==> src/rtl/dbg_mux_pkg.sv <==
package dbg_mux_pkg;
    localparam int ADDR_W   = 8;
    localparam int REG_W    = 8;
    localparam int SEL_W    = 4;
    localparam int NUM_SRC  = 1 << SEL_W;
    localparam int NUM_TREG = 2;
    localparam int PINS_PER_TREG = REG_W / SEL_W;
    localparam int NUM_PINS = NUM_TREG * PINS_PER_TREG;

    localparam logic [ADDR_W-1:0] UNLOCK_ADDR    = 8'h4A;
    localparam logic [ADDR_W-1:0] TREG_BASE_ADDR = 8'h4B;

    typedef struct packed {
        logic [SEL_W-1:0] hi;
        logic [SEL_W-1:0] lo;
    } tsel_t;

    function automatic logic [ADDR_W-1:0] treg_addr(input int idx);
        return TREG_BASE_ADDR + ADDR_W'(idx);
    endfunction

    function automatic logic [SEL_W-1:0] field_of(input tsel_t s, input int slot);
        return (slot == 0) ? s.hi : s.lo;
    endfunction
endpackage

==> src/rtl/dbg_unlock_reg.sv <==
module dbg_unlock_reg
    import dbg_mux_pkg::*;
#(
    parameter logic [REG_W-1:0] KEY = 8'h5A
) (
    input  logic             clk,
    input  logic             rst,
    input  logic             wr,
    input  logic [REG_W-1:0] wr_data,
    output logic [REG_W-1:0] unlock_q,
    output logic             armed
);
    always_ff @(posedge clk) begin
        if (rst) begin
            unlock_q <= '0;
        end else if (wr) begin
            unlock_q <= wr_data;
        end
    end

    assign armed = (unlock_q == KEY);
endmodule

==> src/rtl/dbg_test_reg.sv <==
module dbg_test_reg
    import dbg_mux_pkg::*;
(
    input  logic             clk,
    input  logic             rst,
    input  logic             accept,
    input  logic [REG_W-1:0] wr_data,
    output tsel_t            sel_q,
    output logic             en_q
);
    always_ff @(posedge clk) begin
        if (rst) begin
            sel_q <= '0;
            en_q  <= 1'b0;
        end else if (accept) begin
            sel_q <= tsel_t'(wr_data);
            en_q  <= 1'b1;
        end
    end
endmodule

==> src/rtl/dbg_pin_sel.sv <==
module dbg_pin_sel
    import dbg_mux_pkg::*;
#(
    parameter logic [NUM_SRC-1:0] NC_MASK = '0
) (
    input  logic               clk,
    input  logic               rst,
    input  logic               en,
    input  logic [SEL_W-1:0]   sel,
    input  logic [NUM_SRC-1:0] src,
    input  logic               func,
    output logic               pin
);
    logic nxt;

    always_comb begin
        if (!en) begin
            nxt = func;
        end else if (NC_MASK[sel]) begin
            nxt = 1'b0;
        end else begin
            nxt = src[sel];
        end
    end

    always_ff @(posedge clk) begin
        if (rst) begin
            pin <= 1'b0;
        end else begin
            pin <= nxt;
        end
    end
endmodule

==> src/rtl/dbg_route_mux.sv <==
module dbg_route_mux
    import dbg_mux_pkg::*;
#(
    parameter logic [REG_W-1:0]            UNLOCK_KEY = 8'h5A,
    parameter logic [NUM_PINS*NUM_SRC-1:0] NC_MAP     = 64'h0004_0000_0000_2000
) (
    input  logic                        clk,
    input  logic                        rst,
    input  logic                        wr_en,
    input  logic [ADDR_W-1:0]           wr_addr,
    input  logic [REG_W-1:0]            wr_data,
    input  logic [NUM_PINS*NUM_SRC-1:0] dbg_src,
    input  logic [NUM_PINS-1:0]         func_in,
    output logic [NUM_PINS-1:0]         pin_out
);
    logic [REG_W-1:0]    unlock_q;
    logic                armed;
    tsel_t [NUM_TREG-1:0] test_q;
    logic [NUM_TREG-1:0] en_q;

    dbg_unlock_reg #(.KEY(UNLOCK_KEY)) u_unlock (
        .clk      (clk),
        .rst      (rst),
        .wr       (wr_en && (wr_addr == UNLOCK_ADDR)),
        .wr_data  (wr_data),
        .unlock_q (unlock_q),
        .armed    (armed)
    );

    for (genvar r = 0; r < NUM_TREG; r++) begin : g_treg
        logic accept;
        assign accept = wr_en && armed && (wr_addr == treg_addr(r));

        dbg_test_reg u_treg (
            .clk     (clk),
            .rst     (rst),
            .accept  (accept),
            .wr_data (wr_data),
            .sel_q   (test_q[r]),
            .en_q    (en_q[r])
        );
    end

    for (genvar p = 0; p < NUM_PINS; p++) begin : g_pin
        localparam int RIDX = p / PINS_PER_TREG;
        localparam int SLOT = p % PINS_PER_TREG;
        logic [SEL_W-1:0] sel_w;
        assign sel_w = field_of(test_q[RIDX], SLOT);

        dbg_pin_sel #(.NC_MASK(NC_MAP[p*NUM_SRC +: NUM_SRC])) u_pin (
            .clk  (clk),
            .rst  (rst),
            .en   (en_q[RIDX]),
            .sel  (sel_w),
            .src  (dbg_src[p*NUM_SRC +: NUM_SRC]),
            .func (func_in[p]),
            .pin  (pin_out[p])
        );
    end
endmodule

==> config.mk <==
export PLATFORM = sky130hd
export DESIGN_NAME = dbg_route_mux
export DESIGN_NICKNAME = d
export VERILOG_FILES = /design/src/rtl/dbg_mux_pkg.sv /design/src/rtl/dbg_unlock_reg.sv /design/src/rtl/dbg_test_reg.sv /design/src/rtl/dbg_pin_sel.sv /design/src/rtl/dbg_route_mux.sv
export SDC_FILE = /design/constraint.sdc
export NUM_CORES = 1
export LEC_CHECK = 0
export BUFFER_PORTS_ARGS = -buffer_cell sky130_fd_sc_hd__buf_4
export CAP_MARGIN = 5
export CORE_MARGIN = 2
export CORE_UTILIZATION = 46
export CTS_CLUSTER_SIZE = 14
export DETAILED_ROUTE_END_ITERATION = 12
export PLACE_DENSITY = 0.91
export SETUP_SLACK_MARGIN = 0.05
export SLEW_MARGIN = 20
export SYNTH_ARGS = -nofsm -noshare
export SYNTH_HDL_FRONTEND = slang
export SYNTH_SLANG_ARGS = --single-unit
==> constraint.sdc <==
create_clock -name clk -period 2.1 [get_ports clk]
set_clock_uncertainty 0.05 [all_clocks]
set_input_delay 0.21 -clock clk [delete_from_list [all_inputs] [get_ports clk]]
set_output_delay 0.21 -clock clk [all_outputs]
set_load 0.02 [all_outputs]
; After elaboration in Yosys (flattened, before gate mapping)
; Memories as Yosys holds them, arrays and structs flattened. A register that Yosys moved wholly into a read port is not among the register bits.
; Index checks and enable logic that the tools add are counted.
[op_classes]
n_lt_le_gt_ge = 4
eq_ne = 4
n_mux = 28
n_reduce_logical = 4
[op_table]
columns = op, count
row1 = 8-bit by 7-bit == test with 1-bit output (second input constant), 4
row2 = 4-bit 2-to-1 mux, 8
row3 = 4-bit by 5-bit < comparator with 1-bit output (second input constant), 4
row4 = 1-bit binary-select mux with 4-bit select, 4
row5 = 1-bit 2-to-1 mux, 16
row6 = 1-bit logical AND, 4
[totals]
reg_bits = 30
romBits = 64
in_bits = 87
n_memories = 4
[memory_table]
columns = name, words, word_bits, rd, rd_clocked_by_memory_dff, wr, line
row1 = (name not given), 16, 1, 1, 1, 0, dbg_pin_sel.sv:19  ; end else if (NC_MASK[sel]) begin
row2 = (name not given), 16, 1, 1, 1, 0, dbg_pin_sel.sv:19
row3 = (name not given), 16, 1, 1, 1, 0, dbg_pin_sel.sv:19
row4 = (name not given), 16, 1, 1, 1, 0, dbg_pin_sel.sv:19

; Longest topological paths before layout
; Gate-level depths: netlist of the first run.
[logic_depth]
word_depth = 5
mapped_depth = 5
mapped_depth_nobuf = 4

; Cells and area by module
; A second synthesis of the first run with hierarchy kept.
[unflattened]
cells_unflattened = 176
hier_area_um2 = 1776.7
[modules_own_cells]
columns = module, n_inst, cells_per_inst, area_per_inst_um2, seq_area_each_um2
row1 = dbg_test_reg, 2, 29, 312.8, 180.2
row2 = dbg_pin_sel at g_pin[1].u_pin ..., 2, 19, 200.2, 20.0
row3 = dbg_unlock_reg, 1, 29, 311.5, 160.2
row4 = dbg_pin_sel at g_pin[3].u_pin, 1, 23, 186.4, 20.0
row5 = dbg_pin_sel at g_pin[0].u_pin, 1, 19, 185.2, 20.0
row6 = dbg_route_mux, 1, 9, 67.6, 0.0

; Worst setup path after synthesis of the first run
; No wires, ideal clock.
[synth_path]
path_type = flip-flop to flip-flop
from = reg g_treg[1].u_treg.sel_q[0] in the netlist's numbering
to = reg g_pin[3].u_pin.pin
arrival_ps = 1488
setup_slack_ps = 445
path_stages_with_launch = 6
n_path_buf = 1
synth_period_minus_slack_ps = 1655
path_cell_list = dfxtp_1 > clkbuf_1 > mux4_2 > mux2i_1 > mux2i_1 > a22o_1
[synth_via]
elab_chain_len = 4
[synth_lines]
columns = element, line
row1 = from (decl), dbg_test_reg.sv:8  ; output tsel_t sel_q,
row2 = from (signal assigned), dbg_test_reg.sv:16  ; sel_q <= tsel_t'(wr_data);
row3 = 1-bit binary-select mux with 4-bit select, dbg_pin_sel.sv:22  ; nxt = src[sel];
row4 = 1-bit 2-to-1 mux (implied by the code), dbg_pin_sel.sv:22
row5 = 1-bit 2-to-1 mux, dbg_pin_sel.sv:19
row6 = 1-bit 2-to-1 mux, dbg_pin_sel.sv:17  ; if (!en) begin
row7 = to (signal assigned), dbg_pin_sel.sv:30  ; pin <= nxt;
row8 = to (decl), dbg_pin_sel.sv:12  ; output logic pin
; Every way passes these cells. The select of a mux whose other input is x is not followed.
; A chain may end at the register's enable or synchronous reset.

==> flow_summary.toml, run 1 <==
[outcome]
status = "complete, no violations"

[global_routing]
grt_usage = 0.218
grt_pass1_vias = 1658
grt_pass1_wl_um = 7470
grt_overflow = 0
antenna_found_initial = 0
grt_max_degree = 35

[cts]
cts_tree = "built"
cts-resized-gates = 0
clock_sinks = 32
htree_num_levels = 2
clk_latency_ns = 0.29
clkTransAtPathRegs_ns = 0.06
cts_hold_buf = 0
cts_buffer_depth = 2
cts_root_buffer = "clkbuf_8"
numCtsBuffers = 5
post-cts-setup-buffer-count = 0

[synthesis]
synth_seq_area_share = 0.348
synth_area_per_cell_um2 = 10.2
ys_ff_latch = 32
yosysWarnings = 0
yosysUniqueCellTypes = 30
synth_fp_nets = 267
synth_cells = 180
netlist_area_um2 = 1840

[timing]
max_freq_mhz = 551
tns_ns = 0
post-route-min-period_ns = 1.81
hold_viol = 0
fin_crit_sh = 0.864
final_max_slew_viol_count = 0
relSlewSlack = 0.621
rsz0062_at_grt = "no"
setup_viol = 0
worstMarginPinSlew_ns = 0.566

[critical_path]
r2r_start = "u_unlock.unlock_q[0]"
cp_max_fo = 10
reg2reg_slack_ns = 0.29
critPathCaptureType = "flop"
critPathKind = "reg -> reg"
worstPathArrival_ns = 1.98
r2r_cells = 4
startpoint_type = "flop"
crit_required_ns = 2.27
crit_start = "u_unlock.unlock_q[0]"

[floorplan]
die_area_um2 = 4530
rows = 22
die_y_um = 67.3
initial_core_util = 0.492
io-pin-count = 91
placeableCoreArea_um2 = 3740
fp.dieW_um = 67.3

[final_layout]
final_net_count = 352
final_util = 0.697
drive_gt1_frac = 0.447
num_antenna_cells = 0
area_delta_synth_final_pct = 41.7

[route]
ant_nets = 0
dr.pass1.iters = 4
viasPerCell = 5.63
wl_um = 4770
vias = 1768
routedWlPerCell_um = 15.2
drt-initial-drc-count = 76
drcViolationCount = 0

[placement]
place_hpwl_um = 3710
gp_congestion = 0.817
io_buffers = 90

[hold_path]
worstHoldPathType = "in -> reg"

[power]
p_total_uw = 1290
pwr_density_cell_nw_per_um2 = 494
p_leak_uw = 0.000997
vdd_drop_max_v = 0.000517

[run]
drv_cap = 0
## critical path: stages (launching register included)
cell	delay [ns]
dfxtp_1	0.32
or4b_4	0.56
nor4b_4	0.52
nand3_1	0.14
a21oi_1	0.16
## cell families (layout without fill, tap and decap cells)
family                 after synthesis  in the layout  synth area share
AND/OR/NAND/NOR                     54             54             0.184
flip-flops                          32             32             0.348
buffers and inverters               16            102            0.0414
AO/OA/AOI/OAI                       42             42             0.121
multiplexers                        36             36             0.306
## power by group
part           internal [uW]  switching [uW]  total [uW]
Combinational            138            62.5         201
Clock                    267             211         478
Sequential               611            1.11         612
## layer usage
metal | part of all wire | global-route usage
met1 | 0.39 | 0.256
met4 | 0.012 | 0.0842
met3 | 0.072 | 0.0517
met5 | 0 | 0
met2 | 0.52 | 0.381
## worst min path at each step
stage	start	to	slack, ns	cells past startpoint
final	func_in[2]	g_pin[2].u_pin.pin	0.06	3
after global routing	func_in[2]	g_pin[2].u_pin.pin	0.08	3
after global placement	func_in[1]	g_pin[1].u_pin.pin	0.36	3
after detailed placement	func_in[2]	g_pin[2].u_pin.pin	0.36	3
after CTS	func_in[2]	g_pin[2].u_pin.pin	0.06	3
after floorplan	func_in[1]	g_pin[1].u_pin.pin	0.27	2
## sequential cells by signal (all words and copies together), names as in the netlist, named ones only
| register | count |
|---|---|
| g_treg.u_treg.sel_q | 16 |
| u_unlock.unlock_q | 8 |
| g_pin.u_pin.pin | 4 |
| g_treg.u_treg.en_q | 2 |
## cells in the final DEF (no fill, tap or decap), types with 2 or more instances in the layout
cell type,count
nand3_1,19
o31ai_1,2
a21oi_1,20
nor2b_1,2
nor3_1,2
clkbuf_1,2
mux4_2,16
nand2_1,2
buf_4,91
o21ai_0,18
nor2_1,12
nand4b_1,2
and4b_1,3
inv_1,3
mux2i_1,18
clkbuf_8,6
dfxtp_1,32
mux2_2,2
nor4b_1,3
a22o_1,2
## final cells by class
class | instances | area [um2]
inverters | 3 | 11.3
multi-input cells | 132 | 1120
repair buffers | 91 | 683
flip-flops and latches | 32 | 641
fillers | 303 | 1130
well taps | 48 | 60.1
clock buffers | 8 | 90.1
## through the flow
step,worst slack [ns],instances,hold slack (ns),cell area (um2)
2_1_floorplan,0.445,180,0.268,1840
3_3_place_gp,0.360,306,0.358,2520
3_5_place_dp,0.326,306,0.359,2520
4_1_cts,0.313,314,0.0626,2610
5_1_grt,0.205,314,0.0798,2610
6_report,0.286,314,0.0637,2610
## Yosys cell counts (all sizes together)
| master | n | share of area |
|---|---|---|
| nand2 | 2 | 0.0041 |
| nand4 | 1 | 0.0034 |
| buf | 6 | 0.021 |
| nand4b | 2 | 0.0095 |
| nor3 | 3 | 0.011 |
| o21ai | 18 | 0.049 |
| o31ai | 2 | 0.0081 |
| mux2 | 2 | 0.012 |
| a22o | 2 | 0.0095 |
| and4bb | 1 | 0.0068 |
| and4 | 1 | 0.0048 |
| nor2b | 2 | 0.0068 |
| and4b | 3 | 0.016 |
| and3 | 1 | 0.0034 |
| nor2 | 12 | 0.024 |
| mux2i | 18 | 0.098 |
| and2 | 1 | 0.0034 |
| nand3b | 1 | 0.0041 |
| mux4 | 16 | 0.20 |
| nand3 | 19 | 0.052 |
| inv | 3 | 0.0061 |
| nor4b | 4 | 0.027 |
| or4b | 1 | 0.0075 |
| clkbuf | 7 | 0.014 |
| a21oi | 20 | 0.054 |
| dfxtp | 32 | 0.35 |
Power figures use the tool's default switching activity.
==> inputs of run 2 (changes only) <==
- CORE_UTILIZATION: 46 -> 47
- PLACE_DENSITY: 0.91 -> 0.93
- clock period: 2.1 -> 2.2 ns (I/O delays scaled with it)
==> run 2 against run 1 <==
Critical path depth unchanged. Largest cell class unchanged. Sequential power fell by 4.4%. Flip-flop and latch count is the same. Worst setup slack improved by 0.057 ns. Non-clock buffer count fell by 1. Total power fell by 2.0%. Final cell count down 0.64%. Clock power rose by 1%. Die area shrank 2.0%. Register-to-register slack improved by 0.06 ns. Global-route usage rose by 1.4 points.
==> flow_summary.toml, run 2 (same netlist as run 1, synthesis figures left out) <==
[timing]
setup_viol = 0
post-route-min-period_ns = 1.86
worstMarginPinSlew_ns = 0.642
final_max_slew_viol_count = 0
whs_ns = 0.0716
fin_crit_sh = 0.844
rsz0062_at_grt = "no"
relSlewSlack = 0.570
tns_ns = 0
hold_viol = 0
max_freq_mhz = 538

[global_routing]
antenna_found_initial = 0
grt_pass1_vias = 1683
grt_usage = 0.232
grt_overflow = 0
grt_max_degree = 35
grt_pass1_wl_um = 7730

[route]
drcViolationCount = 0
drt-initial-drc-count = 54
routedWlPerCell_um = 16.1
ant_nets = 0
dr.pass1.iters = 4
vias = 1812
wl_um = 5040
viasPerCell = 5.81

[final_layout]
drive_gt1_frac = 0.451
largest_reg_flops = 16
fin_area_um2 = 2610
layout_commonest_cell = "buf_4"
largest_register = "g_treg.u_treg.sel_q"
num_antenna_cells = 0
area_delta_synth_final_pct = 41.6
reg.largest.list = "g_treg.u_treg.sel_q (16), u_unlock.unlock_q (8), g_pin.u_pin.pin (4)"
final_util = 0.702
final_net_count = 351
final_cell_mix = "90 x buf_4, 32 x dfxtp_1, 20 x a21oi_1"

[critical_path]
startpoint_type = "flop"
crit_required_ns = 2.37
critPathCaptureType = "flop"
worstPathArrival_ns = 2.02
cp_max_fo = 10
critPathKind = "reg -> reg"

[floorplan]
io-pin-count = 91
fp.dieW_um = 66.6
die_y_um = 66.6
initial_core_util = 0.496
die_area_um2 = 4440
rows = 22
placeableCoreArea_um2 = 3720

[power]
pwr_density_cell_nw_per_um2 = 485
p_leak_uw = 0.000997
pwr-share-comb = 0.154
swShare = 0.214
internal-power_uw = 994
clkPwrFrac = 0.383
vdd_drop_max_v = 0.000333
power_frac_seq = 0.462
p_switching_uw = 271

[cts]
clk_latency_ns = 0.29
htree_num_levels = 2
cts_root_buffer = "clkbuf_8"
cts_tree = "built"
clkTransAtPathRegs_ns = 0.06
post-cts-setup-buffer-count = 0
numCtsBuffers = 5
cts_buffer_depth = 2
cts-resized-gates = 0
clock_sinks = 32
cts_hold_buf = 0

[placement]
place_hpwl_um = 3920
placed_area_um2 = 2510
gp_congestion = 0.878
io_buffers = 90

[run]
drv_cap = 0

[outcome]
status = "complete, no violations"

[hold_path]
worstHoldPathType = "in -> reg"
-- run 2: worst max-delay path: stages (launching register included) --
cell	delay (ns)
dfxtp_1	0.32
or4b_4	0.56
nor3_2	0.51
nand3_1	0.17
a21oi_1	0.18
-- run 2: path summary, 6_finish.rpt --
check,startpoint,endpoint,slack [ns],cells after the start
hold reg to reg,g_treg[0].u_treg.sel_q[3],g_treg[0].u_treg.sel_q[3],0.43,2
hold / removal,func_in[2],g_pin[2].u_pin.pin,0.07,3
setup / recovery,u_unlock.unlock_q[0],g_treg[0].u_treg.sel_q[1],0.34,4
setup reg to reg,u_unlock.unlock_q[0],g_treg[0].u_treg.sel_q[1],0.34,4
-- run 2: routing by layer --
layer / routed length [um] / track usage / part of all wire / vias to the layer above
li1: - / - / - / 862
met1: 1980 / 0.289 / 0.39 / 847
met2: 2510 / 0.389 / 0.50 / 96
met3: 476 / 0.0591 / 0.095 / 7
met4: 59 / 0.0765 / 0.012 / 0
met5: 0 / 0 / 0 / -
-- run 2: final cells by class --
class	count	area (um2)
Fill cell	304	1110
Multi-Input combinational cell	132	1120
Inverter	3	11.3
Clock buffer	7	96.3
Tap cell	48	60.1
Timing Repair Buffer	90	676
Sequential cell	32	641
-- run 2: power by group through the flow --
| stage | clock, uW | combinational [uW] | sequential (uW) |
|---|---|---|---|
| after global routing | 514 | 207 | 585 |
| after CTS | 492 | 195 | 585 |
| after floorplan | 0 | 61.4 | 597 |
| after global placement | 0 | 187 | 598 |
| final | 485 | 195 | 585 |
| after detailed placement | 0 | 194 | 598 |
-- run 2: per-stage QoR --
step           std cells  power [uW]  worst slack [ns]
6_report             312        1260             0.343
5_1_grt              312        1310             0.216
4_1_cts              312        1270             0.366
3_5_place_dp         305         792             0.423
3_3_place_gp         305         785             0.477
2_1_floorplan        180         659             0.545
==> inputs of run 3 (changes only) <==
- ABC_AREA: default -> 1
- PLACE_DENSITY: 0.93 -> 0.91
- clock period: 2.2 -> 1.95 ns (I/O delays scaled with it)
==> run 3 against run 2 <==
Highest routed layer unchanged. Critical endpoint is now g_pin[1].u_pin.pin. Sequential power up 13%. Via count is 32% higher. Maximum frequency increased by 28%. Register-to-register slack better by 0.16 ns. Wire length grew 7.1%. Flip-flop and latch count unchanged.
==> flow_summary.toml, run 3 <==
[floorplan]
initial_core_util = 0.481
fp.dieW_um = 70.3
die_y_um = 70.3
rows = 24
placeableCoreArea_um2 = 4290
io-pin-count = 91
die_area_um2 = 4940

[route]
drt-initial-drc-count = 88
routedWlPerCell_um = 11.1
wl_um = 5390
dr.pass1.iters = 4
ant_nets = 0
vias = 2398
drcViolationCount = 0
viasPerCell = 4.93

[final_layout]
reg.largest.list = "g_treg.u_treg.sel_q (16), u_unlock.unlock_q (8), g_pin.u_pin.pin (4)"
final_cell_mix = "104 x nand2_1, 90 x buf_4, 59 x nand3_1"
area_delta_synth_final_pct = 36.3
num-fill-cells = 391
fin_area_um2 = 2820
drive_gt1_frac = 0.274
layout_commonest_cell = "nand2_1"
largest_reg_flops = 16
fin_cells = 486
largest_register = "g_treg.u_treg.sel_q"
final_net_count = 520
num_antenna_cells = 0

[cts]
htree_num_levels = 2
clkTransAtPathRegs_ns = 0.06
cts-resized-gates = 0
clock_sinks = 32
clk_latency_ns = 0.28
cts_tree = "built"
cts_hold_buf = 0
post-cts-setup-buffer-count = 0
numCtsBuffers = 5
cts_buffer_depth = 2
cts_root_buffer = "clkbuf_8"

[synthesis]
synth_cells = 349
synth_edf_count = 0
synth_top_cell_by_area = "dfxtp_1"
synth.most_common_cell = "nand2_1"
synth_compound_area_frac = 0.101
synth_area_per_cell_um2 = 5.92
synth_xor_area_frac = 0
synthFlopType = "dfxtp_1"
yosys-top-cells-count = "104 x nand2_1, 59 x nand3_1, 52 x inv_1"
synth_fa_ha_area_frac = 0
yosysWarnings = 0
netlist_area_um2 = 2070
yosysTopAreaCellShare = 0.310
synth_fp_nets = 436
synth_seq_area_share = 0.310
ys_async_sr_fraction = 0
synth_area_leaders = "dfxtp_1 31%, nand2_1 19%, nand3_1 14%"
synth_top_family_by_area = "simple AND/OR/NAND/NOR gates"
yosysUniqueCellTypes = 23
synth-simple-area-share = 0.438
ys_ff_latch = 32
synthMuxAreaShare = 0

[global_routing]
grt-busiest-layer = "met2"
grt_pass1_vias = 2225
gr-usage-met2 = 0.398
grt_max_degree = 21
use_met3 = 0.0635
grt_pass1_wl_um = 9030
grt_usage = 0.222
grt_overflow = 0
grtUsageMet1 = 0.251
antenna_found_initial = 0

[critical_path]
worstPathArrival_ns = 1.57
cp_common_cell = "nand2_1"
cp_slowest_cell = "dfxtp_1"
max_stage_delay_ns = 0.49
startpoint_type = "flop"
cp_cell_sequence = "inv_2 -> nand2_1 -> nand3_1 -> nand3_1 -> nand2_1 -> nand2_1 -> nand2_1 -> o21ai_1 -> inv_1"
cp_max_fo = 9
crit_required_ns = 2.07
critPathKind = "reg -> reg"
critPathCaptureType = "flop"

[timing]
relSlewSlack = 0.698
max_freq_mhz = 690
hold_viol = 0
whs_ns = 0.120
fin_crit_sh = 0.743
tns_ns = 0
post-route-min-period_ns = 1.45
final_max_slew_viol_count = 0
rsz0062_at_grt = "no"
worstMarginPinSlew_ns = 0.452
setup_viol = 0

[run]
drv_cap = 0

[outcome]
status = "complete, no violations"

[power]
vdd_drop_max_v = 0.000690
p_leak_uw = 0.00151
p_total_uw = 1420
pwr_density_cell_nw_per_um2 = 503

[hold_path]
worstHoldPathType = "in -> reg"

[placement]
place_inst = 478
placed_area_um2 = 2730
place_hpwl_um = 4270
io_buffers = 90
gp_congestion = 0.874
==> run 3: cell types whose count changed after synthesis, sizes merged, moves of 4 or more <==
cell | previous run | this run
mux4 | 16 | 0
nor2 | 12 | 33
nor4b | 4 | 0
buf | 6 | 11
inv | 3 | 60
nand2 | 2 | 106
clkbuf | 7 | 2
nand3 | 19 | 60
mux2i | 18 | 0
==> run 3: final timing paths <==
path	startpoint	end	slack, ns	depth (start not counted)
worst max-delay path	g_treg[0].u_treg.sel_q[0]	g_pin[1].u_pin.pin	0.50	9
worst min-delay path	func_in[3]	g_pin[3].u_pin.pin	0.12	3
worst max register to register	g_treg[0].u_treg.sel_q[0]	g_pin[1].u_pin.pin	0.50	9
worst min register to register	u_unlock.unlock_q[6]	u_unlock.unlock_q[6]	0.44	2
==> run 3: layout make-up <==
type | count | area, um2 | area share
Sequential cell | 32 | 641 | 0.227
Timing Repair Buffer | 90 | 676 | 0.240
Inverter | 61 | 230 | 0.0817
Clock buffer | 8 | 90.1 | 0.0320
Multi-Input combinational cell | 243 | 1110 | 0.396
Tap cell | 52 | 65.1 | 0.0231
==> run 3: per-stage QoR <==
| stage | utilization | setup WS (ns) |
|---|---|---|
| after floorplan | - | 0.669 |
| after global placement | 0.635 | 0.595 |
| after detailed placement | 0.635 | 0.542 |
| after CTS | 0.656 | 0.513 |
| after global routing | 0.656 | 0.342 |
| final | 0.656 | 0.501 |
==> run 3: power by group <==
part	internal, uW	leakage [uW]	switching, uW	total, uW
Combinational	144	0.00121	91.1	235
Clock	287	0.0000455	235	523
Sequential	658	0.000259	1.27	660
Total	1090	0.00151	328	1420
==> run 3: logic make-up (layout without fill, tap and decap cells) <==
| logic type | count (synthesis) | in the layout |
|---|---|---|
| buffers and inverters | 74 | 159 |
| DFF | 32 | 32 |
| AOI/OAI and AO/OA | 41 | 41 |
| and+or+nand+nor | 202 | 202 |
==> run 3: critical path, delay by kind of cell (launching register included) <==
family | cells | cell delay, ns
and+or+nand+nor | 6 | 0.43
buffers and inverters | 2 | 0.21
AOI/OAI and AO/OA | 1 | 0.15
DFF | 1 | 0.49
==> run 3: routing by layer <==
metal | wire (um) | part of all wire
met5 | 0 | 0
met4 | 112 | 0.021
met3 | 370 | 0.069
met2 | 2660 | 0.49
met1 | 2240 | 0.42
